`src/rtl/lifo_stack_pkg.sv`:
```
package lifo_stack_pkg;

    typedef enum logic [2:0] {
        STK_IDLE,
        STK_PUSH,
        STK_POP,
        STK_OVF,
        STK_UDF
    } stk_op_e;

    // Resolve the request pair against the current flags into one action.
    function automatic stk_op_e stk_decode(
        input logic push,
        input logic pop,
        input logic full,
        input logic empty
    );
        stk_op_e op;
        op = STK_IDLE;
        if (push && !pop) begin
            op = full ? STK_OVF : STK_PUSH;
        end else if (pop && !push) begin
            op = empty ? STK_UDF : STK_POP;
        end
        return op;
    endfunction

endpackage

```
`src/rtl/lifo_stack_ptr.sv`:
```
module lifo_stack_ptr
    import lifo_stack_pkg::*;
#(
    parameter int PTR_W = 6
) (
    input  logic             clk,
    input  logic             rst,
    input  stk_op_e          op_i,
    output logic [PTR_W-1:0] sp_o,
    output logic [PTR_W-1:0] wr_idx_o,
    output logic             full_o,
    output logic             empty_o,
    output logic             ovf_o,
    output logic             udf_o
);
    localparam logic [PTR_W-1:0] SP_TOP = '1;

    logic [PTR_W-1:0] sp_q;
    logic [PTR_W-1:0] sp_inc;
    logic [PTR_W-1:0] sp_dec;

    assign sp_inc = sp_q + 1'b1;
    assign sp_dec = sp_q - 1'b1;

    always_ff @(posedge clk) begin
        if (rst) begin
            sp_q    <= '0;
            full_o  <= 1'b0;
            empty_o <= 1'b1;
            ovf_o   <= 1'b0;
            udf_o   <= 1'b0;
        end else begin
            ovf_o <= (op_i == STK_OVF);
            udf_o <= (op_i == STK_UDF);
            case (op_i)
                STK_PUSH: begin
                    sp_q    <= sp_inc;
                    full_o  <= (sp_inc == '0);
                    empty_o <= 1'b0;
                end
                STK_POP: begin
                    sp_q    <= sp_dec;
                    empty_o <= (sp_dec == '0);
                    full_o  <= 1'b0;
                end
                default: ;
            endcase
        end
    end

    assign sp_o     = sp_q;
    assign wr_idx_o = sp_inc;

    // wrapping push raises full
    a_r4_full_on_wrap: assert property (@(posedge clk) disable iff (rst)
        (op_i == STK_PUSH && sp_q == SP_TOP) |=> (full_o && !empty_o));
    // pop down to zero raises empty
    a_r5_empty_on_drain: assert property (@(posedge clk) disable iff (rst)
        (op_i == STK_POP && sp_q == PTR_W'(1)) |=> (empty_o && !full_o));
    // rejected push keeps the pointer and pulses overflow
    a_r6_no_overflow: assert property (@(posedge clk) disable iff (rst)
        (op_i == STK_OVF) |=> (ovf_o && sp_q == $past(sp_q)));
    // rejected pop keeps the pointer and pulses underflow
    a_r7_no_underflow: assert property (@(posedge clk) disable iff (rst)
        (op_i == STK_UDF) |=> (udf_o && sp_q == $past(sp_q)));
    // flags never both set
    a_r1_flags_exclusive: assert property (@(posedge clk) disable iff (rst)
        !(full_o && empty_o));

endmodule

```
`src/rtl/lifo_stack_bank.sv`:
```
module lifo_stack_bank #(
    parameter int DATA_W = 8,
    parameter int PTR_W  = 6
) (
    input  logic              clk,
    input  logic              rst,
    input  logic              we_i,
    input  logic [PTR_W-1:0]  waddr_i,
    input  logic [DATA_W-1:0] wdata_i,
    input  logic [PTR_W-1:0]  raddr_i,
    output logic [DATA_W-1:0] rdata_o
);
    localparam int DEPTH = 1 << PTR_W;

    logic [DATA_W-1:0] rows [DEPTH];

    for (genvar g = 0; g < DEPTH; g++) begin : g_slot
        logic [DATA_W-1:0] slot_q;
        always_ff @(posedge clk) begin
            if (we_i && waddr_i == PTR_W'(g)) begin
                slot_q <= wdata_i;
            end
        end
        assign rows[g] = slot_q;
    end

    assign rdata_o = rows[raddr_i];

    // a write lands in the addressed slot
    a_r2_write_lands: assert property (@(posedge clk) disable iff (rst)
        we_i |=> (rows[$past(waddr_i)] == $past(wdata_i)));

endmodule

```
`src/rtl/lifo_regstack.sv`:
```
module lifo_regstack
    import lifo_stack_pkg::*;
#(
    parameter int DATA_W = 8,
    parameter int PTR_W  = 6
) (
    input  logic              clk,
    input  logic              rst,
    input  logic              push_i,
    input  logic              pop_i,
    input  logic [DATA_W-1:0] din_i,
    output logic [DATA_W-1:0] dout_o,
    output logic              full_o,
    output logic              empty_o,
    output logic              ovf_o,
    output logic              udf_o
);
    stk_op_e           op;
    logic [PTR_W-1:0]  sp;
    logic [PTR_W-1:0]  wr_idx;
    logic [DATA_W-1:0] top_word;

    assign op = stk_decode(push_i, pop_i, full_o, empty_o);

    lifo_stack_ptr #(.PTR_W(PTR_W)) u_ptr (
        .clk      (clk),
        .rst      (rst),
        .op_i     (op),
        .sp_o     (sp),
        .wr_idx_o (wr_idx),
        .full_o   (full_o),
        .empty_o  (empty_o),
        .ovf_o    (ovf_o),
        .udf_o    (udf_o)
    );

    lifo_stack_bank #(.DATA_W(DATA_W), .PTR_W(PTR_W)) u_bank (
        .clk     (clk),
        .rst     (rst),
        .we_i    (op == STK_PUSH),
        .waddr_i (wr_idx),
        .wdata_i (din_i),
        .raddr_i (sp),
        .rdata_o (top_word)
    );

    always_ff @(posedge clk) begin
        if (rst) begin
            dout_o <= '0;
        end else if (op == STK_POP) begin
            dout_o <= top_word;
        end
    end

    // simultaneous requests do nothing
    a_r8_collision_idle: assert property (@(posedge clk) disable iff (rst)
        (push_i && pop_i) |=> (!ovf_o && !udf_o && $stable(dout_o)
                               && $stable(full_o) && $stable(empty_o)));
    // output holds without a pop request
    a_r3_dout_holds: assert property (@(posedge clk) disable iff (rst)
        !pop_i |=> $stable(dout_o));

endmodule

```
`config.mk`:
```
export PLATFORM = sky130hd
export DESIGN_NAME = lifo_regstack
export DESIGN_NICKNAME = d
export VERILOG_FILES = /design/src/rtl/lifo_stack_pkg.sv /design/src/rtl/lifo_stack_ptr.sv /design/src/rtl/lifo_stack_bank.sv /design/src/rtl/lifo_regstack.sv
export SDC_FILE = /design/constraint.sdc
export NUM_CORES = 1
export LEC_CHECK = 0
export BUFFER_PORTS_ARGS = -buffer_cell sky130_fd_sc_hd__buf_2
export CAP_MARGIN = 20
export CORE_MARGIN = 3
export CORE_UTILIZATION = 63
export CTS_CLUSTER_DIAMETER = 150
export CTS_CLUSTER_SIZE = 12
export DETAILED_ROUTE_END_ITERATION = 6
export PLACE_DENSITY = 0.8
export SYNTH_ARGS = -nofsm -noshare
export SYNTH_HDL_FRONTEND = slang
export SYNTH_SLANG_ARGS = --single-unit
```
`constraint.sdc`:
```
create_clock -name clk -period 3.9 [get_ports clk]
set_input_delay 0.585 -clock clk [delete_from_list [all_inputs] [get_ports clk]]
set_output_delay 0.585 -clock clk [all_outputs]
set_load 0.02 [all_outputs]
```
-- Yosys cells after proc, flatten, opt, wreduce, memory -nomap -nowiden
Cells that the tools add are included.
- word-level logic and storage cells: 222
- output and inout bits: 12
- register bits: 530
- equality and inequality tests: 67
- mux-type cells: 10
- magnitude comparators: 1
- bitwise operators: 1
- reductions and logical operators: 71
- add/sub/neg operators: 2
- operators by type and width (operator ; number):
    $eq A6 B6 Y1 const B ; 32
    $eq A6 B5 Y1 const B ; 16
    $logic_and A1 B1 Y1 ; 66
    $bmux W8 S6 ; 1
    $eq A6 B4 Y1 const B ; 8
    $eq A6 B3 Y1 const B ; 4
    $mux W8 ; 2
    $eq A6 B2 Y1 const B ; 2
    $logic_not A6 Y1 ; 2
    $pmux W6 S2 ; 1
    $mux W3 ; 3
    $ge A7 B7 Y1 const B ; 1
    $not A6 Y7 ; 1
    $add A6 B1 Y6 const B ; 1
    $eq A3 B2 Y1 const B ; 2
    $eq A6 B1 Y1 const B ; 1
    $sub A6 B1 Y6 const B ; 1
    $pmux W1 S2 ; 2
    $eq A3 B1 Y1 const B ; 1
    $eq A3 B3 Y1 const B ; 1
    $logic_not A1 Y1 ; 2
    $mux W2 ; 1
    $reduce_bool A2 Y1 ; 1

-- Logic depth before layout (Yosys ltp)
Gate-level depths: netlist (run 1).
- depth in word-level cells: 6
- depth in mapped cells: 9
- depth with buffers taken out: 6

-- Modules after synthesis
Synthesis (run 1) repeated with hierarchy kept, for this count alone.
- cell total of the unflattened synthesis: 1016
- area, all modules: 20911.3 µm²
- modules (own cells, without submodules) (module ; cells an instance ; seq. area each (µm²) ; area an instance (µm²) ; instances):
    lifo_stack_bank ; 896 ; 15374.7 ; 19807.7 ; 1
    lifo_stack_ptr ; 81 ; 200.2 ; 701.9 ; 1
    lifo_regstack ; 39 ; 160.2 ; 401.6 ; 1

-- Least setup slack after synthesis (run 1)
OpenSTA, ideal clock, no wires.
- path type: reg2reg
- start point: reg u_ptr.sp_q[0] (netlist: u_ptr.sp_o[0])
- end point: reg u_bank.g_slot[32].slot_q[0] (enable)
- cell stages (with the launch flop): 10
- buffers on the path: 4
- library setup time: 0.370 ns
- slack: 1.441 ns
- arrival time: 2.088 ns
- cell sequence: dfxtp_1 > buf_6 > buf_12 > buf_4 > nand3_1 > or3_1 > nand2_1 > nand2_1 > buf_2 > nor2_1
- longest elaborated chain between the ends: 3
- ends and longest elaborated chain (element ; RTL line ; source):
    from (decl) ; lifo_stack_ptr.sv:18 ; logic [PTR_W-1:0] sp_q;
    from (signal assigned) ; lifo_stack_ptr.sv:37 ; sp_q <= sp_inc;
    from (signal assigned) ; lifo_stack_ptr.sv:42 ; sp_q <= sp_dec;
    $add A6 B1 Y6 ; lifo_stack_ptr.sv:22 ; assign sp_inc = sp_q + 1'b1;
    $eq A6 B6 Y1 ; lifo_stack_bank.sv:20 ; if (we_i && waddr_i == PTR_W'(g)) begin
    $logic_and A1 B1 Y1 ; lifo_stack_bank.sv:20 ;
    to (signal assigned) ; lifo_stack_bank.sv:21 ; slot_q <= wdata_i;
    to (decl) ; lifo_stack_bank.sv:18 ; logic [DATA_W-1:0] slot_q;
Every way passes these cells.
A chain may end at the register's enable or synchronous reset.

-- Worst setup path in the final report (run 1)
- start point: reg u_ptr.sp_q[2] (netlist: u_ptr.sp_o[2])
- end point: reg dout_o[1]
- longest elaborated chain between the ends: 4
- ends and longest elaborated chain (element ; RTL line ; source):
    $not A6 Y7 (not written as such) ; lifo_stack_bank.sv:27 ; assign rdata_o = rows[raddr_i];
    $bmux W8 S6 ; lifo_stack_bank.sv:27 ;
    $mux W8 (not written as such) (2 in a row) ; lifo_stack_bank.sv:27 ;
    to (signal assigned) ; lifo_regstack.sv:51 ; dout_o <= top_word;
    to (decl) ; lifo_regstack.sv:12 ; output logic [DATA_W-1:0] dout_o,
Every way passes these cells. The select of a mux whose other input is x is not followed.

==> Flow_metrics.wiki, run 1 <==
{| class="wikitable"
! Metric !! Value
|-
| Largest vdd supply drop || 0.000325 V
|-
| Cell Chain, Critical Path || buf_12, nand2b_1, o221ai_1, o21ai_0, a2111o_1, a311oi_1
|-
| Final standard cell area without fillers || 23600 sq um
|-
| Worst min path class || in -> reg
|-
| Leakage power figure || 7.66 nW
|-
| Type of destination of the critical path || flop
|-
| Via count of the first global-routing pass || 11400
|-
| Biggest area contributors in the synthesized netlist || sky130_fd_sc_hd__edfxtp_1 (72%), sky130_fd_sc_hd__mux4_2 (8.9%), sky130_fd_sc_hd__mux2i_1 (2.9%)
|-
| Final hold violation count || 0
|-
| Unrepaired setup endpoints after global routing || false
|-
| DP Area || 22200 sq um
|-
| DR DRC count || 0
|-
| Synth warn || 0
|-
| Max capacitance violation total || 0
|-
| Number of library cell types mapped by synthesis || 61
|-
| Total setup buffers inserted after CTS || 0
|-
| Required time worst endpoint || 4330 ps
|-
| Residual overflow from global routing || 0
|-
| Starting DRT DRC Count || 1817
|-
| Pwr per Cell Area || 487 nW/um^2
|-
| Clock transition at path regs || 60 ps
|-
| Average detailed-routed wire length per instance || 30.4 um
|-
| Area growth from synthesis to final layout || 11.3%
|-
| Number of storage elements in the synthesis netlist || 530
|-
| Mapped Nets || 1109
|-
| Transition at the pin with the smallest max-transition slack || 1080 ps
|-
| Detailed-routing iteration count for the pre-antenna-repair pass || 6
|-
| Final-layout setup total negative slack || 0 ps
|-
| Maximum clock skew at final layout || 28.5 ps
|-
| Post-layout minimum cycle time || 3110 ps
|-
| Global Route Usage Sum || 28.9%
|-
| Die Y-Extent || 190 um
|-
| TritonCTS Buffers || 50
|-
| Final ANT Viol Nets || 0
|-
| Number of slew-limit violations in the final report || 0
|-
| Clock tree from TritonCTS || built
|-
| Worst Setup Start Kind || flop
|-
| H-tree depth || 2
|-
| Setup ws final || 794 ps
|-
| Post-DP HPWL || 31300 um
|-
| Full die area || 36000 sq um
|-
| WL final || 50700 um
|-
| Critical-path maximum fanout || 94
|-
| Dominant register cell in the synthesized netlist || sky130_fd_sc_hd__edfxtp_1
|-
| Std-Cell Core Area || 32900 sq um
|-
| Clock Sinks || 530
|-
| Most area-hungry cell type in the Yosys netlist || sky130_fd_sc_hd__edfxtp_1
|-
| Routability cong. || 1.00
|-
| Run status || completed
|-
| Wire length of the first global-routing pass || 75700 um
|-
| Worst hold margin || 324 ps
|-
| Total via count after detailed routing || 11400
|-
| Largest net degree at the start of global routing || 95
|-
| Clock Latency Late Sink || 570 ps
|-
| Achievable frequency || 322 MHz
|-
| Clk root buf || sky130_fd_sc_hd__clkbuf_16
|-
| Layout filler cell count || 1932
|-
| Proportion of layout cells with a drive suffix above 1 || 22.5%
|-
| Count of instances resized after the clock tree is built || 0
|-
| Number of setup violations in the final report || 0
|-
| Number of top-level design ports || 24
|-
| Die outline width || 190 um
|-
| Cell Rows || 66
|-
| Nets@finish || 1210
|-
| Port Buf Inserts || 23
|-
| Most common library cells after synthesis || sky130_fd_sc_hd__edfxtp_1 (512), sky130_fd_sc_hd__nor2_1 (87), sky130_fd_sc_hd__mux4_2 (84), sky130_fd_sc_hd__mux2i_1 (62)
|-
| Starting Density || 64.6%
|-
| Clock tree buffer depth || 3
|-
| Detail-routed via count per cell || 6.82
|-
| Tcrit/Tclk final || 79.6%
|-
| Data arrival, critical path || 3540 ps
|-
| Sequential share of the synthesized area || 74.1%
|-
| Number of antenna violations at the first check in global routing || 1
|-
| Number of cells produced by synthesis || 1091
|-
| Max incr delay on CP || 680 ps
|-
| Library cell with the highest instance count after synthesis || sky130_fd_sc_hd__edfxtp_1
|-
| CP max stage cell || sky130_fd_sc_hd__dfxtp_4
|-
| Pre-CTS setup slack || 994 ps
|-
| Cts hold-fix bufs || 0
|-
| Area share of the largest cell type after synthesis || 72.4%
|-
| Rel. slew slack || 28.2%
|-
| Worst setup slack for register-to-register paths || 790 ps
|-
| Type of the setup path with the least slack || reg -> reg
|-
| Count of flip-flops with a built-in enable after synthesis || 512
|-
| Netlist Area Pre-Place || 21200 sq um
|-
| Async S/R FF share, synth || 0%
|-
| Mean instance size in the synthesized netlist || 19.5 sq um
|}
-- logic make-up (layout without fill, tap and decap cells) --
family	Yosys count	in the layout	share of synthesized area (%)
DFF	530	530	74.1
and+or+nand+nor	194	194	4.31
muxes	181	181	15.1
AOI/OAI and AO/OA	101	101	3.55
buffers and inverters	69	205	2.20
xor gates and xnor gates	10	10	0.412
adders and majority gates	6	6	0.353
other	0	1	0
-- area by class of cell --
cell class	count	area, sq um	area share, %
Tap cell	442	553	2.34
Clock inverter	2	41.3	0.175
Multi-Input combinational cell	492	5040	21.3
Timing Repair Buffer	114	823	3.48
Sequential cell	530	15700	66.6
Clock buffer	85	1430	6.03
Antenna cell	1	2.50	0.0106
Inverter	4	15.0	0.0635
-- where the power goes --
part / internal, mW / leakage (nW) / total (mW) / switching (mW)
Sequential: 6.26 / 4.75 / 6.29 / 0.0302
Clock: 2.48 / 0.697 / 4.45 / 1.97
Combinational: 0.296 / 2.22 / 0.769 / 0.473
-- cell usage in the layout, fill, tap and decap left out, types with 13 or more instances in the layout --
| master | count |
|---|---|
| sky130_fd_sc_hd__edfxtp_1 | 512 |
| sky130_fd_sc_hd__clkbuf_16 | 52 |
| sky130_fd_sc_hd__mux4_1 | 20 |
| sky130_fd_sc_hd__nor2b_1 | 13 |
| sky130_fd_sc_hd__nor2_1 | 87 |
| sky130_fd_sc_hd__mux2i_1 | 62 |
| sky130_fd_sc_hd__a211oi_1 | 13 |
| sky130_fd_sc_hd__mux4_2 | 84 |
| sky130_fd_sc_hd__nand3_1 | 28 |
| sky130_fd_sc_hd__mux2_2 | 15 |
| sky130_fd_sc_hd__buf_2 | 23 |
| sky130_fd_sc_hd__buf_4 | 89 |
| sky130_fd_sc_hd__clkbuf_1 | 33 |
| sky130_fd_sc_hd__nand2_1 | 28 |
| sky130_fd_sc_hd__dfxtp_1 | 15 |
-- worst paths after layout --
path | startpoint | to | depth (start not counted)
worst min-delay path | push_i | u_ptr.udf_o | 2
worst max register to register | u_ptr.sp_o[2] | dout_o[1] | 6
worst max-delay path | u_ptr.sp_o[2] | dout_o[1] | 6
worst min register to register | dout_o[0] | dout_o[0] | 2
-- registers in the layout (all words and copies together) (netlist names) --
| signal | count |
|---|---|
| u_bank.g_slot.slot_q | 512 |
| u_ptr.full_o | 1 |
| u_ptr.udf_o | 1 |
| u_ptr.empty_o | 1 |
| u_ptr.sp_o | 6 |
| u_ptr.ovf_o | 1 |
| dout_o | 8 |
-- metrics by stage --
step / utilization, % / instances / power, mW
after floorplan: - / 1091 / 6.91
after global placement: 67.5 / 1582 / 7.15
after detailed placement: 67.5 / 1582 / 7.17
after CTS: 71.9 / 1669 / 11.5
after global routing: 71.9 / 1669 / 11.8
final: 71.9 / 1670 / 11.5
-- layer usage --
layer	up-vias	part of all wire, %	track usage (%)
li1	4676	-	-
met1	5780	37	41.3
met2	793	48	45.6
met3	137	10	5.99
met4	0	4.1	10.2
met5	-	0	0
-- critical path, delay by kind of cell (launching register included) --
kind	cells	cell delay, ps
and+or+nand+nor	1	570
buffers and inverters	1	520
DFF	1	680
AOI/OAI and AO/OA	4	1170
Power figures use the tool's default switching activity.
==> run 2, diff against run 1 <==
==> constraint.sdc (replaced) <==
create_clock -name clk -period 3.2 [get_ports clk]
set_input_delay 0.48 -clock clk [delete_from_list [all_inputs] [get_ports clk]]
set_output_delay 0.48 -clock clk [all_outputs]
set_load 0.02 [all_outputs]
==> Flow_metrics.wiki, run 2 (same netlist as run 1, synthesis figures left out) <==
{| class="wikitable"
! Metric !! Value
|-
| Final standard cell area without fillers || 23800 sq um (+0.48%)
|-
| Final ANT Viol Nets || 0 (unchanged)
|-
| Post-layout minimum cycle time || 2800 ps (-310 ps)
|-
| End of the worst hold path || u_ptr.udf_o
|-
| H-tree depth || 2 (unchanged)
|-
| Die outline width || 190 um (unchanged)
|-
| Average detailed-routed wire length per instance || 28.7 um (-5.7%)
|-
| Clock tree buffer depth || 3 (unchanged)
|-
| Cell Rows || 66 (unchanged)
|-
| WL final || 47900 um (-5.7%)
|-
| Clock Latency Late Sink || 570 ps (about the same)
|-
| Std-Cell Core Area || 32900 sq um (unchanged)
|-
| Total Power || 13.9 mW (+21%)
|-
| Post-Layout Cell Count || 1670 (unchanged)
|-
| Achievable frequency || 358 MHz (+11%)
|-
| Pwr per Cell Area || 584 nW/um^2 (+20%)
|-
| Data arrival, critical path || 2980 ps (-560 ps)
|-
| Dpl cells || 1580 (-0.13%)
|-
| Count of instances resized after the clock tree is built || 0 (unchanged)
|-
| Pre-CTS setup slack || 436 ps (-558 ps)
|-
| Leakage power figure || 7.72 nW (+0.78%)
|-
| Total setup buffers inserted after CTS || 0 (unchanged)
|-
| Routability cong. || 0.957 (-4.4%)
|-
| Maximum clock skew at final layout || 22.2 ps (-6.27 ps)
|-
| Unrepaired setup endpoints after global routing || false
|-
| Most common cell after layout, fill and taps aside || sky130_fd_sc_hd__edfxtp_1
|-
| Required time worst endpoint || 3380 ps (-950 ps)
|-
| Full die area || 36000 sq um (unchanged)
|-
| Clock transition at path regs || 70 ps (about the same)
|-
| Startpoint of the lowest-slack register-to-register path || u_ptr.sp_o[3]
|-
| Detail-routed via count per cell || 6.64 (-2.7%)
|-
| Tcrit/Tclk final || 87.4% (+7.7 points)
|-
| Largest vdd supply drop || 0.000592 V (+82%)
|-
| Number of flip-flops in the largest register || 512 (unchanged)
|-
| Starting DRT DRC Count || 1600 (-12%)
|-
| Type of the setup path with the least slack || reg -> reg
|-
| Area growth from synthesis to final layout || 11.9%
|-
| Cts hold-fix bufs || 0 (unchanged)
|-
| Type of destination of the critical path || flop
|-
| Total via count after detailed routing || 11100 (-2.7%)
|-
| DR DRC count || 24 (+24)
|-
| Final hold violation count || 0 (unchanged)
|-
| Worst setup slack for register-to-register paths || 400 ps (-390 ps)
|-
| Number of antenna violations at the first check in global routing || 1 (unchanged)
|-
| Critical-path maximum fanout || 12 (-87%)
|-
| Wire length of the first global-routing pass || 71800 um (-5.2%)
|-
| Reg with most FFs || u_bank.g_slot.slot_q
|-
| Failing checks || design-rule violations
|-
| Leading cell types in the layout, fill and taps excluded || sky130_fd_sc_hd__edfxtp_1 (512), sky130_fd_sc_hd__nor2_1 (87), sky130_fd_sc_hd__mux4_2 (84), sky130_fd_sc_hd__buf_4 (84), sky130_fd_sc_hd__mux2i_1 (62)
|-
| Global Route Usage Sum || 27.3% (-1.6 points)
|-
| Run status || finished, violations left
|-
| DP Area || 22200 sq um (+0.10%)
|-
| Worst reg2reg path endpoint || u_bank.g_slot[35].slot_q[7]
|-
| Final-layout setup total negative slack || 0 ps (unchanged)
|-
| Rel. slew slack || 43.6% (+15 points)
|-
| Setup ws final || 404 ps (-390 ps)
|-
| Proportion of layout cells with a drive suffix above 1 || 22.9% (+0.39 points)
|-
| Transition at the pin with the smallest max-transition slack || 842 ps (-234 ps)
|-
| Clock tree from TritonCTS || built
|-
| Detailed-routing iteration count for the pre-antenna-repair pass || 7 (+1)
|-
| Clock Sinks || 530 (unchanged)
|-
| Number of diodes added for antenna fixing || 0 (-1)
|-
| Number of top-level design ports || 24 (unchanged)
|-
| Number of slew-limit violations in the final report || 0 (unchanged)
|-
| Nets@finish || 1215 (+0.41%)
|-
| Cell depth of the worst min-delay path || 2 (unchanged)
|-
| Max capacitance violation total || 0 (unchanged)
|-
| Worst Setup Start Kind || flop
|-
| Port Buf Inserts || 23 (unchanged)
|-
| Register-to-Register Path Depth || 5 (-1)
|-
| Layout filler cell count || 1986 (+2.8%)
|-
| Residual overflow from global routing || 0 (unchanged)
|-
| Number of setup violations in the final report || 0 (unchanged)
|-
| Via count of the first global-routing pass || 11100 (-2.4%)
|-
| Clk root buf || sky130_fd_sc_hd__clkbuf_16
|-
| Post-DP HPWL || 29200 um (-6.7%)
|-
| Worst min path class || in -> reg
|-
| Hold Path Origin || push_i
|-
| Largest net degree at the start of global routing || 65 (-32%)
|-
| Die Y-Extent || 190 um (unchanged)
|-
| TritonCTS Buffers || 50 (unchanged)
|-
| Starting Density || 64.6% (unchanged)
|}
run 2: cell count changes in the layout (fill, tap and decap cells not counted), sizes merged:
cell,before,now
buf,114,119
diode,1,0
clkbuf,85,79
inv,4,6
run 2: metrics by stage:
step	util, %	hold slack, ps
after CTS	71.8	244
after global routing	72.3	256
after floorplan	-	556
final	72.3	253
after global placement	67.5	521
after detailed placement	67.5	510
run 2: metal layers:
metal	global-route usage, %	part of all wire (%)	vias to the layer above	wire, um
met4	8.90	3.5	2	1690
met2	43.0	48	602	23000
met3	4.77	9.8	123	4680
met5	0	0.027	-	13
li1	-	-	4670	-
met1	40.0	39	5686	18500
run 2: critical path: stages, from the launching register on:
cell and delay (ps):
sky130_fd_sc_hd__dfxtp_1 690, sky130_fd_sc_hd__buf_4 330, sky130_fd_sc_hd__xnor2_1 140, sky130_fd_sc_hd__nor2_1 230, sky130_fd_sc_hd__nand3_1 280, sky130_fd_sc_hd__nor2_1 730
run 2: layout make-up:
cell class                 instances  area [sq um]  area share, %
sequential                       530         15700           66.3
multi-input combinational        492          5040           21.2
clock buffer                      79          1360           5.72
timing repair buffer             119          1000           4.21
tap                              442           553           2.33
clock inverter                     4          45.0          0.190
inverter                           4          15.0         0.0632
run 2: how the worst max path moves through the flow:
stage                                              to  slack, ps  cells past startpoint     startpoint
after global routing      u_bank.g_slot[20].slot_q[2]        260                      6  u_ptr.sp_o[0]
after detailed placement                    dout_o[3]        440                      6  u_ptr.sp_o[0]
after CTS                                   dout_o[3]        430                      6  u_ptr.sp_o[0]
final                     u_bank.g_slot[35].slot_q[7]        400                      5  u_ptr.sp_o[3]
after floorplan           u_bank.g_slot[32].slot_q[0]        740                      9  u_ptr.sp_o[0]
after global placement                      dout_o[3]        440                      6  u_ptr.sp_o[0]
run 2: power by group:
group | internal [mW] | switching, mW | total [mW]
Clock | 2.90 | 2.38 | 5.29
Combinational | 0.388 | 0.545 | 0.933
Sequential | 7.63 | 0.0375 | 7.66
==> run 3, diff against run 2 <==
--- a/config.mk
+++ b/config.mk
@@ -8,11 +8,11 @@
 export BUFFER_PORTS_ARGS = -buffer_cell sky130_fd_sc_hd__buf_2
 export CAP_MARGIN = 20
 export CORE_MARGIN = 3
-export CORE_UTILIZATION = 63
+export CORE_UTILIZATION = 41
 export CTS_CLUSTER_DIAMETER = 150
 export CTS_CLUSTER_SIZE = 12
 export DETAILED_ROUTE_END_ITERATION = 6
-export PLACE_DENSITY = 0.8
+export PLACE_DENSITY = 0.54
 export SYNTH_ARGS = -nofsm -noshare
 export SYNTH_HDL_FRONTEND = slang
 export SYNTH_SLANG_ARGS = --single-unit
==> Flow_metrics.wiki, run 3 (same netlist as run 1, synthesis figures left out) <==
{| class="wikitable"
! Metric !! Value
|-
| Run status || completed
|-
| Data arrival, critical path || 3090 ps (+110 ps)
|-
| Total via count after detailed routing || 10800 (-2.5%)
|-
| Residual overflow from global routing || 0 (unchanged)
|-
| Max capacitance violation total || 0 (unchanged)
|-
| Global Route Usage Sum || 19.3% (-8.0 points)
|-
| Tcrit/Tclk final || 87.6% (+0.25 points)
|-
| Type of destination of the critical path || flop
|-
| Number of setup violations in the final report || 0 (unchanged)
|-
| H-tree depth || 2 (unchanged)
|-
| Cell Rows || 82 (+24%)
|-
| Starting DRT DRC Count || 1143 (-29%)
|-
| Post-Layout Cell Count || 1905 (+14%)
|-
| Final ANT Viol Nets || 0 (unchanged)
|-
| Post-DP HPWL || 32100 um (+9.9%)
|-
| Combinational power share || 6.6% (about the same)
|-
| Type of the setup path with the least slack || reg -> reg
|-
| Critical-path maximum fanout || 16 (+4)
|-
| Final-layout setup total negative slack || 0 ps (unchanged)
|-
| Most common cell after layout, fill and taps aside || sky130_fd_sc_hd__edfxtp_1
|-
| Final cell utilization of the core || 47.5% (-25 points)
|-
| Count of instances resized after the clock tree is built || 0 (unchanged)
|-
| Number of diodes added for antenna fixing || 0 (unchanged)
|-
| Number of top-level design ports || 24 (unchanged)
|-
| Clock Sinks || 530 (unchanged)
|-
| Portion of total power attributed to the clock network || 38.7% (+0.6 points)
|-
| Rel. slew slack || 26.9% (-17 points)
|-
| Net switching fraction of the power || 21.5% (+0.14 points)
|-
| Final standard cell area without fillers || 24100 sq um (+1.3%)
|-
| Total setup buffers inserted after CTS || 0 (unchanged)
|-
| Required time worst endpoint || 3490 ps (+110 ps)
|-
| TritonCTS Buffers || 50 (unchanged)
|-
| Wire length of the first global-routing pass || 76000 um (+5.9%)
|-
| Achievable frequency || 357 MHz (-0.29%)
|-
| Worst Setup Start Kind || flop
|-
| Post-layout minimum cycle time || 2800 ps (+8.00 ps)
|-
| Unrepaired setup endpoints after global routing || false
|-
| Number of flip-flops in the largest register || 512 (unchanged)
|-
| Leading cell types in the layout, fill and taps excluded || sky130_fd_sc_hd__edfxtp_1 (512), sky130_fd_sc_hd__buf_4 (103), sky130_fd_sc_hd__nor2_1 (87)
|-
| Cts hold-fix bufs || 0 (unchanged)
|-
| Maximum clock skew at final layout || 26.0 ps (+3.73 ps)
|-
| Detailed-routing iteration count for the pre-antenna-repair pass || 5 (-2)
|-
| Net switching power || 3.02 mW (+1.7%)
|-
| Largest net degree at the start of global routing || 65 (unchanged)
|-
| Via count of the first global-routing pass || 10700 (-3.6%)
|-
| Die Y-Extent || 234 um (+23%)
|-
| Average detailed-routed wire length per instance || 27.3 um (-4.8%)
|-
| Dpl cells || 1829 (+16%)
|-
| Number of antenna violations at the first check in global routing || 0 (-1)
|-
| Worst hold margin || 146 ps (-107 ps)
|-
| Pwr per Cell Area || 583 nW/um^2 (-0.23%)
|-
| DR DRC count || 0 (-100%)
|-
| Reg with most FFs || u_bank.g_slot.slot_q
|-
| DP Area || 22600 sq um (+1.9%)
|-
| Die outline width || 234 um (+23%)
|-
| Largest vdd supply drop || 0.000408 V (-31%)
|-
| Clock Latency Late Sink || 590 ps (+20 ps)
|-
| Clock tree from TritonCTS || built
|-
| Leakage power figure || 7.77 nW (+0.58%)
|-
| Pint || 11.0 mW (+0.87%)
|-
| Area growth from synthesis to final layout || 13.3%
|-
| Clk root buf || sky130_fd_sc_hd__clkbuf_16
|-
| Clock tree buffer depth || 3 (unchanged)
|-
| Final hold violation count || 0 (unchanged)
|-
| Proportion of layout cells with a drive suffix above 1 || 23.8% (+0.96 points)
|-
| Port Buf Inserts || 23 (unchanged)
|-
| Starting Density || 41.9% (-23 points)
|-
| Detail-routed via count per cell || 5.67 (-15%)
|-
| Full die area || 54600 sq um (+52%)
|-
| Worst min path class || in -> reg
|-
| Std-Cell Core Area || 50700 sq um (+54%)
|-
| Register share of total power || 54.7% (-0.5 points)
|-
| Routability cong. || 0.885 (-7.5%)
|-
| Transition at the pin with the smallest max-transition slack || 1100 ps (+254 ps)
|-
| Clock transition at path regs || 60 ps (about the same)
|-
| Nets@finish || 1228 (+1.1%)
|-
| Number of slew-limit violations in the final report || 0 (unchanged)
|-
| WL final || 51900 um (+8.5%)
|}
[run 3: cell count changes in the layout (fill, tap and decap cells not counted), sizes merged]
| cell | change |
|---|---|
| buf | +13 |
| inv | -2 |
| clkinv | -1 |
| clkbuf | -5 |
[run 3: worst paths after layout]
| path | end | cells past startpoint | from | slack (ps) |
|---|---|---|---|---|
| max | u_bank.g_slot[60].slot_q[2] | 6 | u_ptr.sp_o[3] | 400 |
| min | u_ptr.ovf_o | 2 | pop_i | 150 |
| max reg2reg | u_bank.g_slot[60].slot_q[2] | 6 | u_ptr.sp_o[3] | 400 |
| min reg2reg | dout_o[0] | 2 | dout_o[0] | 540 |
[run 3: critical path, stage by stage (launching register included)]
cell and delay [ps]:
sky130_fd_sc_hd__dfxtp_1 710, sky130_fd_sc_hd__inv_2 430, sky130_fd_sc_hd__xnor2_1 270, sky130_fd_sc_hd__nor2_1 270, sky130_fd_sc_hd__nand3_1 310, sky130_fd_sc_hd__nor2_1 240
sky130_fd_sc_hd__buf_4 240
[run 3: area by class of cell]
| class | instances | area [sq um] |
|---|---|---|
| clock buffers | 74 | 1410 |
| clock inverters | 1 | 11.3 |
| fillers | 4293 | 26600 |
| inverters | 4 | 15.0 |
| multi-input cells | 492 | 5040 |
| flip-flops and latches | 530 | 15700 |
| well taps | 672 | 841 |
| repair buffers | 132 | 1010 |
[run 3: routing by layer]
metal	wire length, um	global-route usage, %	vias up
li1	-	-	4700
met1	24100	29.0	5698
met2	24100	29.8	328
met3	2590	2.56	77
met4	1180	5.53	0
met5	0	0	-
[run 3: power groups by stage]
stage	combinational, mW	sequential, mW	clock, mW
CTS	0.935	7.68	5.55
finish	0.927	7.68	5.42
floorplan	0.636	7.79	0
global placement	0.926	7.83	0
global route	0.991	7.68	5.86
detailed placement	0.933	7.83	0
[run 3: per-stage QoR]
stage | power [mW] | worst slack, ps
finish | 14.0 | 396
global route | 14.5 | 222
CTS | 14.2 | 395
detailed placement | 8.76 | 383
global placement | 8.75 | 460
floorplan | 8.43 | 741
